### src/rtl/fb_pkg.sv
package fb_pkg;
  typedef enum logic [1:0] {ST_IDLE, ST_BUSY, ST_RESP} fb_state_e;
endpackage

### src/rtl/fb_slot.sv
// One field's handshake tracker within the current access.
module fb_slot (
  input  logic clk_i,
  input  logic rst_ni,
  input  logic sel_i,
  input  logic ack_i,
  output logic valid_o,
  output logic fire_o,
  output logic done_o
);
  logic done_q;

  assign valid_o = sel_i & ~done_q;
  assign fire_o  = valid_o & ack_i;
  assign done_o  = ~sel_i | done_q | ack_i;

  always_ff @(posedge clk_i or negedge rst_ni) begin
    if (!rst_ni)     done_q <= 1'b0;
    else if (!sel_i) done_q <= 1'b0;
    else if (fire_o) done_q <= 1'b1;
  end
endmodule

### src/rtl/fb_w1c.sv
// Status bits: bus write-one clears, hardware set wins.
module fb_w1c #(
  parameter int W = 8
) (
  input  logic         clk_i,
  input  logic         rst_ni,
  input  logic [W-1:0] clr_i,
  input  logic [W-1:0] set_i,
  output logic [W-1:0] q_o
);
  always_ff @(posedge clk_i or negedge rst_ni) begin
    if (!rst_ni) q_o <= '0;
    else         q_o <= (q_o & ~clr_i) | set_i;
  end
endmodule

### src/rtl/fb_front.sv
// Bus front end: accept, hold request, gather read data, respond.
module fb_front
  import fb_pkg::*;
#(
  parameter int ADDR_W = 8,
  parameter int DATA_W = 32
) (
  input  logic              clk_i,
  input  logic              rst_ni,
  input  logic              req_valid_i,
  output logic              req_ready_o,
  input  logic              req_write_i,
  input  logic [ADDR_W-1:0] req_addr_i,
  input  logic [DATA_W-1:0] req_wdata_i,
  output logic              rsp_valid_o,
  input  logic              rsp_ready_i,
  output logic [DATA_W-1:0] rsp_rdata_o,
  input  logic              all_done_i,
  input  logic [DATA_W-1:0] rd_word_i,
  output logic              busy_o,
  output logic              we_o,
  output logic [ADDR_W-1:0] addr_o,
  output logic [DATA_W-1:0] wdata_o
);
  fb_state_e         state_q;
  logic [DATA_W-1:0] rdata_q;

  assign req_ready_o = (state_q == ST_IDLE);
  assign rsp_valid_o = (state_q == ST_RESP);
  assign busy_o      = (state_q == ST_BUSY);
  assign rsp_rdata_o = rdata_q;

  always_ff @(posedge clk_i or negedge rst_ni) begin
    if (!rst_ni) begin
      state_q <= ST_IDLE;
      rdata_q <= '0;
      we_o    <= 1'b0;
      addr_o  <= '0;
      wdata_o <= '0;
    end else begin
      unique case (state_q)
        ST_IDLE: if (req_valid_i) begin
          state_q <= ST_BUSY;
          we_o    <= req_write_i;
          addr_o  <= req_addr_i;
          wdata_o <= req_wdata_i;
          rdata_q <= '0;
        end
        ST_BUSY: begin
          rdata_q <= rdata_q | rd_word_i;
          if (all_done_i) state_q <= ST_RESP;
        end
        ST_RESP: if (rsp_ready_i) state_q <= ST_IDLE;
        default: state_q <= ST_IDLE;
      endcase
    end
  end
endmodule

### src/rtl/fb_bank.sv
module fb_bank #(
  parameter int          ADDR_W   = 8,
  parameter int          A_W      = 8,
  parameter int          B_W      = 4,
  parameter int          ST_W     = 8,
  parameter int          RO_W     = 16,
  parameter int          Q_W      = 16,
  parameter logic [7:0]  CTRL_OFS = 8'h00,
  parameter logic [7:0]  STAT_OFS = 8'h04,
  parameter logic [7:0]  SRC_OFS  = 8'h08,
  parameter logic [7:0]  SINK_OFS = 8'h0C
) (
  input  logic              clk_i,
  input  logic              rst_ni,
  input  logic              req_valid_i,
  output logic              req_ready_o,
  input  logic              req_write_i,
  input  logic [ADDR_W-1:0] req_addr_i,
  input  logic [31:0]       req_wdata_i,
  output logic              rsp_valid_o,
  input  logic              rsp_ready_i,
  output logic [31:0]       rsp_rdata_o,
  input  logic [RO_W-1:0]   ro_data_i,
  input  logic [ST_W-1:0]   stat_set_i,
  input  logic [1:0]        src_valid_i,
  input  logic [2*Q_W-1:0]  src_data_i,
  output logic [1:0]        src_ready_o,
  output logic              q_valid_o,
  output logic [Q_W-1:0]    q_data_o,
  input  logic              q_ready_i
);
  localparam int DATA_W = 32;
  localparam int NSLOT  = 7;
  // slot numbering
  localparam int SL_A = 0, SL_B = 1, SL_ST = 2, SL_RO = 3, SL_S0 = 4, SL_S1 = 5, SL_K = 6;
  // packing: first field of a word at bit 0, next fields above it
  localparam int A_LSB  = 0;
  localparam int B_LSB  = A_LSB + A_W;
  localparam int ST_LSB = 0;
  localparam int RO_LSB = ST_LSB + ST_W;
  localparam int S0_LSB = 0;
  localparam int S1_LSB = S0_LSB + Q_W;
  localparam int K_LSB  = 0;
  localparam logic [ADDR_W-1:0] SLOT_ADDR [NSLOT] = '{
    ADDR_W'(CTRL_OFS), ADDR_W'(CTRL_OFS), ADDR_W'(STAT_OFS), ADDR_W'(STAT_OFS),
    ADDR_W'(SRC_OFS),  ADDR_W'(SRC_OFS),  ADDR_W'(SINK_OFS)};

  logic              busy, we_q;
  logic [ADDR_W-1:0] addr_q;
  logic [DATA_W-1:0] wdata_q, rd_word;
  logic [NSLOT-1:0]  sel, ack, vld, fire, done;
  logic [A_W-1:0]    a_q;
  logic [B_W-1:0]    b_q;
  logic [ST_W-1:0]   stat_q, stat_clr;

  fb_front #(.ADDR_W(ADDR_W), .DATA_W(DATA_W)) u_front (
    .clk_i       (clk_i),
    .rst_ni      (rst_ni),
    .req_valid_i (req_valid_i),
    .req_ready_o (req_ready_o),
    .req_write_i (req_write_i),
    .req_addr_i  (req_addr_i),
    .req_wdata_i (req_wdata_i),
    .rsp_valid_o (rsp_valid_o),
    .rsp_ready_i (rsp_ready_i),
    .rsp_rdata_o (rsp_rdata_o),
    .all_done_i  (&done),
    .rd_word_i   (rd_word),
    .busy_o      (busy),
    .we_o        (we_q),
    .addr_o      (addr_q),
    .wdata_o     (wdata_q)
  );

  for (genvar i = 0; i < NSLOT; i++) begin : g_slot
    assign sel[i] = busy & (addr_q == SLOT_ADDR[i]);
    fb_slot u_slot (
      .clk_i   (clk_i),
      .rst_ni  (rst_ni),
      .sel_i   (sel[i]),
      .ack_i   (ack[i]),
      .valid_o (vld[i]),
      .fire_o  (fire[i]),
      .done_o  (done[i])
    );
  end

  // per-field ready / output-valid
  always_comb begin
    ack        = '1;
    ack[SL_S0] = we_q | src_valid_i[0];
    ack[SL_S1] = we_q | src_valid_i[1];
    ack[SL_K]  = ~we_q | q_ready_i;
  end

  assign src_ready_o[0] = vld[SL_S0] & ~we_q;
  assign src_ready_o[1] = vld[SL_S1] & ~we_q;
  assign q_valid_o      = vld[SL_K] & we_q;
  assign q_data_o       = wdata_q[K_LSB +: Q_W];

  // read data: only fields handshaking this cycle contribute
  always_comb begin
    rd_word = '0;
    if (!we_q) begin
      if (fire[SL_A])  rd_word[A_LSB  +: A_W]  = a_q;
      if (fire[SL_B])  rd_word[B_LSB  +: B_W]  = b_q;
      if (fire[SL_ST]) rd_word[ST_LSB +: ST_W] = stat_q;
      if (fire[SL_RO]) rd_word[RO_LSB +: RO_W] = ro_data_i;
      if (fire[SL_S0]) rd_word[S0_LSB +: Q_W]  = src_data_i[0 +: Q_W];
      if (fire[SL_S1]) rd_word[S1_LSB +: Q_W]  = src_data_i[Q_W +: Q_W];
    end
  end

  always_ff @(posedge clk_i or negedge rst_ni) begin
    if (!rst_ni) begin
      a_q <= '0;
      b_q <= '0;
    end else begin
      if (fire[SL_A] && we_q) a_q <= wdata_q[A_LSB +: A_W];
      if (fire[SL_B] && we_q) b_q <= wdata_q[B_LSB +: B_W];
    end
  end

  assign stat_clr = (fire[SL_ST] && we_q) ? wdata_q[ST_LSB +: ST_W] : '0;

  fb_w1c #(.W(ST_W)) u_stat (
    .clk_i  (clk_i),
    .rst_ni (rst_ni),
    .clr_i  (stat_clr),
    .set_i  (stat_set_i),
    .q_o    (stat_q)
  );
endmodule

### config.mk
export PLATFORM = sky130hd
export DESIGN_NAME = fb_bank
export DESIGN_NICKNAME = d
export VERILOG_FILES = /design/src/rtl/fb_pkg.sv /design/src/rtl/fb_slot.sv /design/src/rtl/fb_w1c.sv /design/src/rtl/fb_front.sv /design/src/rtl/fb_bank.sv
export SDC_FILE = /design/constraint.sdc
export NUM_CORES = 1
export LEC_CHECK = 0
export BUFFER_PORTS_ARGS = -buffer_cell sky130_fd_sc_hd__buf_2
export CAP_MARGIN = 30
export CORE_AREA = 2 2 111 113
export DETAILED_ROUTE_END_ITERATION = 6
export DIE_AREA = 0 0 113 115
export GPL_TIMING_DRIVEN = 0
export PLACE_DENSITY = 0.69
export SLEW_MARGIN = 20
export SYNTH_ARGS = -nofsm -noshare
export SYNTH_HDL_FRONTEND = slang
export SYNTH_HIERARCHICAL = 1
export SYNTH_SLANG_ARGS = --single-unit
### constraint.sdc
create_clock -name clk_i -period 7.4 [get_ports clk_i]
set_input_delay 0.37 -clock clk_i [delete_from_list [all_inputs] [get_ports clk_i]]
set_output_delay 0.37 -clock clk_i [all_outputs]
set_load 0.02 [all_outputs]
==> flow_summary_export.csv, run 1 <==
group,metric,value,unit
synth,synth_area_per_cell,10.5,sq um
clock_network,ctsHoldBuffers,0,
worst_setup_path,worstSetupPathType,"register to register",
clock_network,cts_tree,"done",
worst_setup_path,endpoint_kind,"register",
worst_setup_path,crit_start,"u_front/state_q[0]$_DFFE_PN0P_",
worst_setup_path,rr_startpoint,"u_front/state_q[0]$_DFFE_PN0P_",
clock_network,cts_setup_buffers,0,
run_status,violations,"DRC",
power_and_ir_drop,switching_power,554,uW
power_and_ir_drop,powerDensity,286,mW/mm^2
timing,fin_worst_skew,0.00799,ns
timing,period_needed,3.32,ns
worst_setup_path,arrival,3.58,ns
layout,areaGrowthSynthToFinish,28.5,%
routing,first_pass_iters,6,
power_and_ir_drop,p_comb_frac,0.341,
routing,wl_per_cell,15.1,um
layout,layout-drive-gt1-share,0.374,
power_and_ir_drop,p_leak,2.71,nW
layout,final_cell_mix,"buf_2 (149), a21oi_1 (88), dfrtp_1 (86)",
timing,tns,0,ns
worst_setup_path,reg2reg_to,"u_front/rsp_rdata_o[4]$_DFFE_PN0P_",
global_routing,grt_overflow,0,
layout,mostFrequentLayoutCell,"buf_2",
clock_network,clock_sinks,86,
timing,max_clock_freq,301,MHz
clock_network,path_clk_slew,0.06,ns
layout,nNetsFinal,684,
clock_network,clk_latency,0.33,ns
floorplan,die_h,115,um
clock_network,root_buffer,"clkbuf_16",
timing,relSlewSlack,0.571,
synth,synth_cells,417,
routing,drt_iter0_drc,212,
power_and_ir_drop,p_seq_frac,0.392,
run,cap_violations,0,
power_and_ir_drop,peakVddDrop,176,uV
routing,vias,3653,
layout,antenna_cells,0,
global_routing,grt_pass1_wl,18400,um
worst_setup_path,rrSetupSlack,4.08,ns
timing,hold_violations,0,
floorplan,ios,157,
global_routing,gr-usage-all-layers,0.180,
worst_setup_path,rr_worst_depth,10,
routing,drcViolationCount,10,
worst_setup_path,cp_slowest_stage_delay,0.49,ns
clock_network,cts_resized,0,
placed_design,dp_hpwl,8530,um
hold_path,hp-class,"input port to async pin",
layout,final_util,0.475,
global_routing,grt_max_degree,45,
power_and_ir_drop,swShare,0.345,
placed_design,place_congestion,0.789,
routing,vias_per_cell,4.99,
timing,rsz0062_at_grt,"false",
run_status,status,"finished with violations",
synth,ys_warn_count,6,
timing,final.period_utilization,0.448,
placed_design,io_buffers,140,
worst_setup_path,cp_max_fo,10,
worst_setup_path,startpoint_type,"register",
synth,synth_area,0.00437,sq mm
timing,tightest_slew,0.638,ns
routing,routed_wl,11100,um
power_and_ir_drop,p_clk_frac,0.267,
floorplan,die_x,113,um
clock_network,clockBufferDepth,2,
power_and_ir_drop,cellInternalPower,1.05,mW
timing,setup_violations,0,
floorplan,placementRows,40,
floorplan,dieArea,0.0130,sq mm
floorplan,core,0.0118,sq mm
clock_network,numCtsBuffers,9,
worst_setup_path,path_cells,"buf_2, nor2b_1, or4b_1, nor3_1, and3b_2, buf_2, a21oi_1, a221oi_1, a21oi_1, nor2_1",
routing,antenna_left,0,
global_routing,antenna_found_initial,0,
worst_setup_path,cp_slowest_cell,"nor3_1",
timing,drv_slew,0,
clock_network,htree_num_levels,3,
worst_setup_path,worst_ep_required_time,7.66,ns
floorplan,start_util,0.370,
global_routing,grt_pass1_vias,3749,
-- routing by layer --
| metal | track usage | part of all wire |
|---|---|---|
| met3 | 0.0380 | 0.055 |
| met5 | 0 | 0 |
| met2 | 0.289 | 0.48 |
| met4 | 0.0634 | 0.015 |
| met1 | 0.242 | 0.45 |
-- through the flow --
step | instances | hold slack [ns] | worst slack [ns] | power [mW] | cell area (sq um)
2_1_floorplan | 428 | 0.0744 | 4.72 | 1.01 | 4410
3_3_place_gp | 715 | 0.459 | 4.08 | 1.18 | 5290
3_5_place_dp | 716 | 0.405 | 4.07 | 1.19 | 5320
4_1_cts | 732 | 0.0420 | 4.04 | 1.63 | 5610
5_1_grt | 732 | 0.0638 | 3.73 | 1.72 | 5610
6_report | 732 | 0.0334 | 4.08 | 1.61 | 5610
-- state kept, by name (all words and copies together), names as in the netlist --
register and count:
a_q 8, b_q 4, g_slot.u_slot/done_q 7, u_front/addr_o 8, u_front/rsp_rdata_o 32, u_front/state_q 2
u_front/wdata_o 16, u_front/we_o 1, u_stat/q_o 8
-- power by group through the flow --
stage / Combinational, mW / Clock (mW) / Sequential [mW]
6_report: 0.547 / 0.429 / 0.631
5_1_grt: 0.597 / 0.473 / 0.646
4_1_cts: 0.554 / 0.443 / 0.634
3_5_place_dp: 0.553 / 0 / 0.641
3_3_place_gp: 0.539 / 0 / 0.637
2_1_floorplan: 0.340 / 0 / 0.670
-- final cells by class --
cell class                      instances  area (sq um)
Buffer                                 28           190
Clock buffer                           12           256
Clock inverter                          4          31.3
Fill cell                            1127          6200
Inverter                               22          82.6
Multi-Input combinational cell        292          1980
Sequential cell                        86          2150
Tap cell                              147           184
Timing Repair Buffer                  141           731
-- how the worst max path moves through the flow --
stage / depth (start not counted) / slack [ns] / to
after global routing: 10 / 3.73 / u_front/rsp_rdata_o[20]$_DFFE_PN0P_
final: 10 / 4.08 / u_front/rsp_rdata_o[4]$_DFFE_PN0P_
after detailed placement: 10 / 4.07 / u_front/rsp_rdata_o[23]$_DFFE_PN0P_
after CTS: 10 / 4.04 / u_front/rsp_rdata_o[23]$_DFFE_PN0P_
after global placement: 10 / 4.08 / u_front/rsp_rdata_o[15]$_DFFE_PN0P_
after floorplan: 10 / 4.72 / u_front/rsp_rdata_o[23]$_DFFE_PN0P_
-- critical path, delay by kind of cell (launching register included) --
family | cells | cell delay, ns
DFF | 1 | 0.48
and+or+nand+nor | 5 | 1.74
buffers and inverters | 2 | 0.53
AOI/OAI and AO/OA | 3 | 0.51
(Power assumes the default switching activity.)
==> inputs of run 2 (changes only) <==
PLACE_DENSITY = 0.71   (was 0.69)
clock period = 2.85 ns   (was 7.4 ns; I/O delays follow)
==> run 2 against run 1 <==
Against the previous run:
- the run still ends with DRC left
- sequential share of layout area down 1.4 points
- clock-buffer cell count shrank 2
- global-route usage hardly changed
- final area grew 3.9%
- sequential power increased to 2.6 times the previous value
==> flow_summary_export.csv, run 2 (synthesis gave the netlist of run 1 again) <==
group,metric,value,unit
run_status,status,"finished with violations",
run_status,violations,"DRC",
global_routing,grt_max_degree,45,
placed_design,placed_area,0.00532,sq mm
routing,drt_iter0_drc,239,
worst_setup_path,worst_ep_required_time,3.12,ns
placed_design,dpl_worst_slack,-0.469,ns
timing,holdWs,0.0296,ns
routing,vias,3806,
routing,drcViolationCount,11,
hold_path,hp-class,"input port to register",
worst_setup_path,startpoint_type,"register",
layout,largest_reg_flops,32,
worst_setup_path,endpoint_kind,"register",
clock_network,root_buffer,"clkbuf_16",
worst_setup_path,rrSetupSlack,0.20,ns
routing,antenna_left,0,
timing,drv_slew,0,
timing,hold_violations,0,
run,cap_violations,0,
worst_setup_path,rr_startpoint,"u_front/state_q[0]$_DFFE_PN0P_",
timing,setup_violations,0,
floorplan,ios,157,
power_and_ir_drop,peakVddDrop,489,uV
floorplan,core,0.0118,sq mm
routing,routed_wl,11500,um
layout,antenna_cells,0,
worst_setup_path,reg2reg_to,"u_front/rsp_rdata_o[4]$_DFFE_PN0P_",
hold_path,hold_path_end,"u_front/addr_o[0]$_DFFE_PN0P_",
routing,wl_per_cell,15.4,um
clock_network,clock_sinks,86,
clock_network,clk_latency,0.34,ns
worst_setup_path,arrival,2.92,ns
routing,first_pass_iters,6,
routing,vias_per_cell,5.10,
timing,fin_worst_skew,0.0103,ns
power_and_ir_drop,p_leak,2.82,nW
timing,tightest_slew,0.599,ns
layout,final_cell_mix,"buf_2 (147), a21oi_1 (88), dfrtp_1 (85)",
worst_setup_path,worstSetupPathType,"register to register",
floorplan,start_util,0.370,
layout,post-route-cell-area,0.00583,sq mm
global_routing,grt_pass1_wl,18500,um
power_and_ir_drop,powerDensity,751,mW/mm^2
hold_path,whs_path_depth,2,
placed_design,dp_hpwl,8540,um
timing,relSlewSlack,0.601,
global_routing,antenna_found_initial,0,
floorplan,dieArea,0.0130,sq mm
global_routing,grt_overflow,0,
timing,final.period_utilization,0.930,
worst_setup_path,cp_max_fo,10,
layout,layout-drive-gt1-share,0.394,
placed_design,io_buffers,140,
clock_network,clockBufferDepth,2,
timing,max_clock_freq,377,MHz
timing,rsz0062_at_grt,"false",
global_routing,gr-usage-all-layers,0.180,
clock_network,htree_num_levels,3,
layout,mostFrequentLayoutCell,"buf_2",
clock_network,cts_tree,"done",
timing,period_needed,2.65,ns
placed_design,place_congestion,0.806,
layout,areaGrowthSynthToFinish,33.4,%
layout,nNetsFinal,699,
floorplan,die_h,115,um
clock_network,numCtsBuffers,9,
hold_path,worstHoldStart,"req_addr_i[0]",
floorplan,die_x,113,um
global_routing,grt_pass1_vias,3732,
clock_network,path_clk_slew,0.07,ns
worst_setup_path,rr_worst_depth,10,
timing,worst_slack,0.198,ns
floorplan,placementRows,40,
==> run 2: cell count changes in the layout (fill, tap and decap cells not counted), sizes merged <==
| cell | delta |
|---|---|
| buf | +6 |
| bufinv | +2 |
| clkinvlp | +2 |
| clkinv | -4 |
| inv | +1 |
| clkbuf | -3 |
| dlygate4sd3 | +10 |
==> run 2: critical path, stage by stage (launching register included) <==
cell	delay (ns)
dfrtp_2	0.39
buf_6	0.15
nor2b_2	0.18
or4b_4	0.52
nor3_4	0.27
and3b_2	0.28
buf_4	0.20
a21oi_1	0.06
a221oi_1	0.31
a21oi_1	0.12
nor2_1	0.11
==> run 2: per-layer routing <==
metal  global-route usage  wire length, um  up-vias
met1                0.233             5010     1864
met3               0.0438              706       16
li1                     -                -     1802
met4               0.0618              253        0
met5                    0                0        -
met2                0.298             5520      124
==> run 2: final cells by class <==
cell class	count	area, sq um
fill	1106	5980
sequential	86	2150
multi-input combinational	292	2030
timing repair buffer	156	861
clock buffer	10	229
buffer	28	208
tap	147	184
clock inverter	5	83.8
inverter	22	82.6
==> run 2: metrics by stage <==
stage | TNS, ns | utilization | power, mW | cells
2_1_floorplan | 0 | - | 2.62 | 428
3_3_place_gp | -12.07 | 0.448 | 3.05 | 715
3_5_place_dp | -14.81 | 0.450 | 3.10 | 716
4_1_cts | 0 | 0.488 | 4.40 | 740
5_1_grt | 0 | 0.493 | 4.63 | 746
6_report | 0 | 0.493 | 4.37 | 746
==> run 2: how the worst max path moves through the flow <==
stage | start | end
after global routing | u_front/addr_o[1]$_DFFE_PN0P_ | u_front/rsp_rdata_o[15]$_DFFE_PN0P_
final | u_front/state_q[0]$_DFFE_PN0P_ | u_front/rsp_rdata_o[4]$_DFFE_PN0P_
after CTS | u_front/state_q[0]$_DFFE_PN0P_ | u_front/rsp_rdata_o[3]$_DFFE_PN0P_
after global placement | u_front/state_q[0]$_DFFE_PN0P_ | u_front/rsp_rdata_o[15]$_DFFE_PN0P_
after floorplan | u_front/state_q[0]$_DFFE_PN0P_ | u_front/rsp_rdata_o[23]$_DFFE_PN0P_
after detailed placement | u_front/state_q[0]$_DFFE_PN0P_ | u_front/rsp_rdata_o[23]$_DFFE_PN0P_
==> run 2: report_power, final <==
part / internal, mW / total, mW / leakage, nW / switching [mW]
Sequential: 1.43 / 1.65 / 1.10 / 0.215
Combinational: 0.691 / 1.49 / 1.57 / 0.795
Clock: 0.766 / 1.24 / 0.145 / 0.474
Total: 2.89 / 4.37 / 2.82 / 1.48
==> run 2: what timing repair did <==
| action | in CTS | in global routing |
|---|---|---|
| setup buffers | 0 | 5 |
| pin swaps | 0 | 4 |
| endpoints found under the hold margin | 51 | 1 |
| setup endpoints to repair | 56 | 41 |
| hold buffers | 9 | 1 |
| gates resized for setup | 12 | 11 |
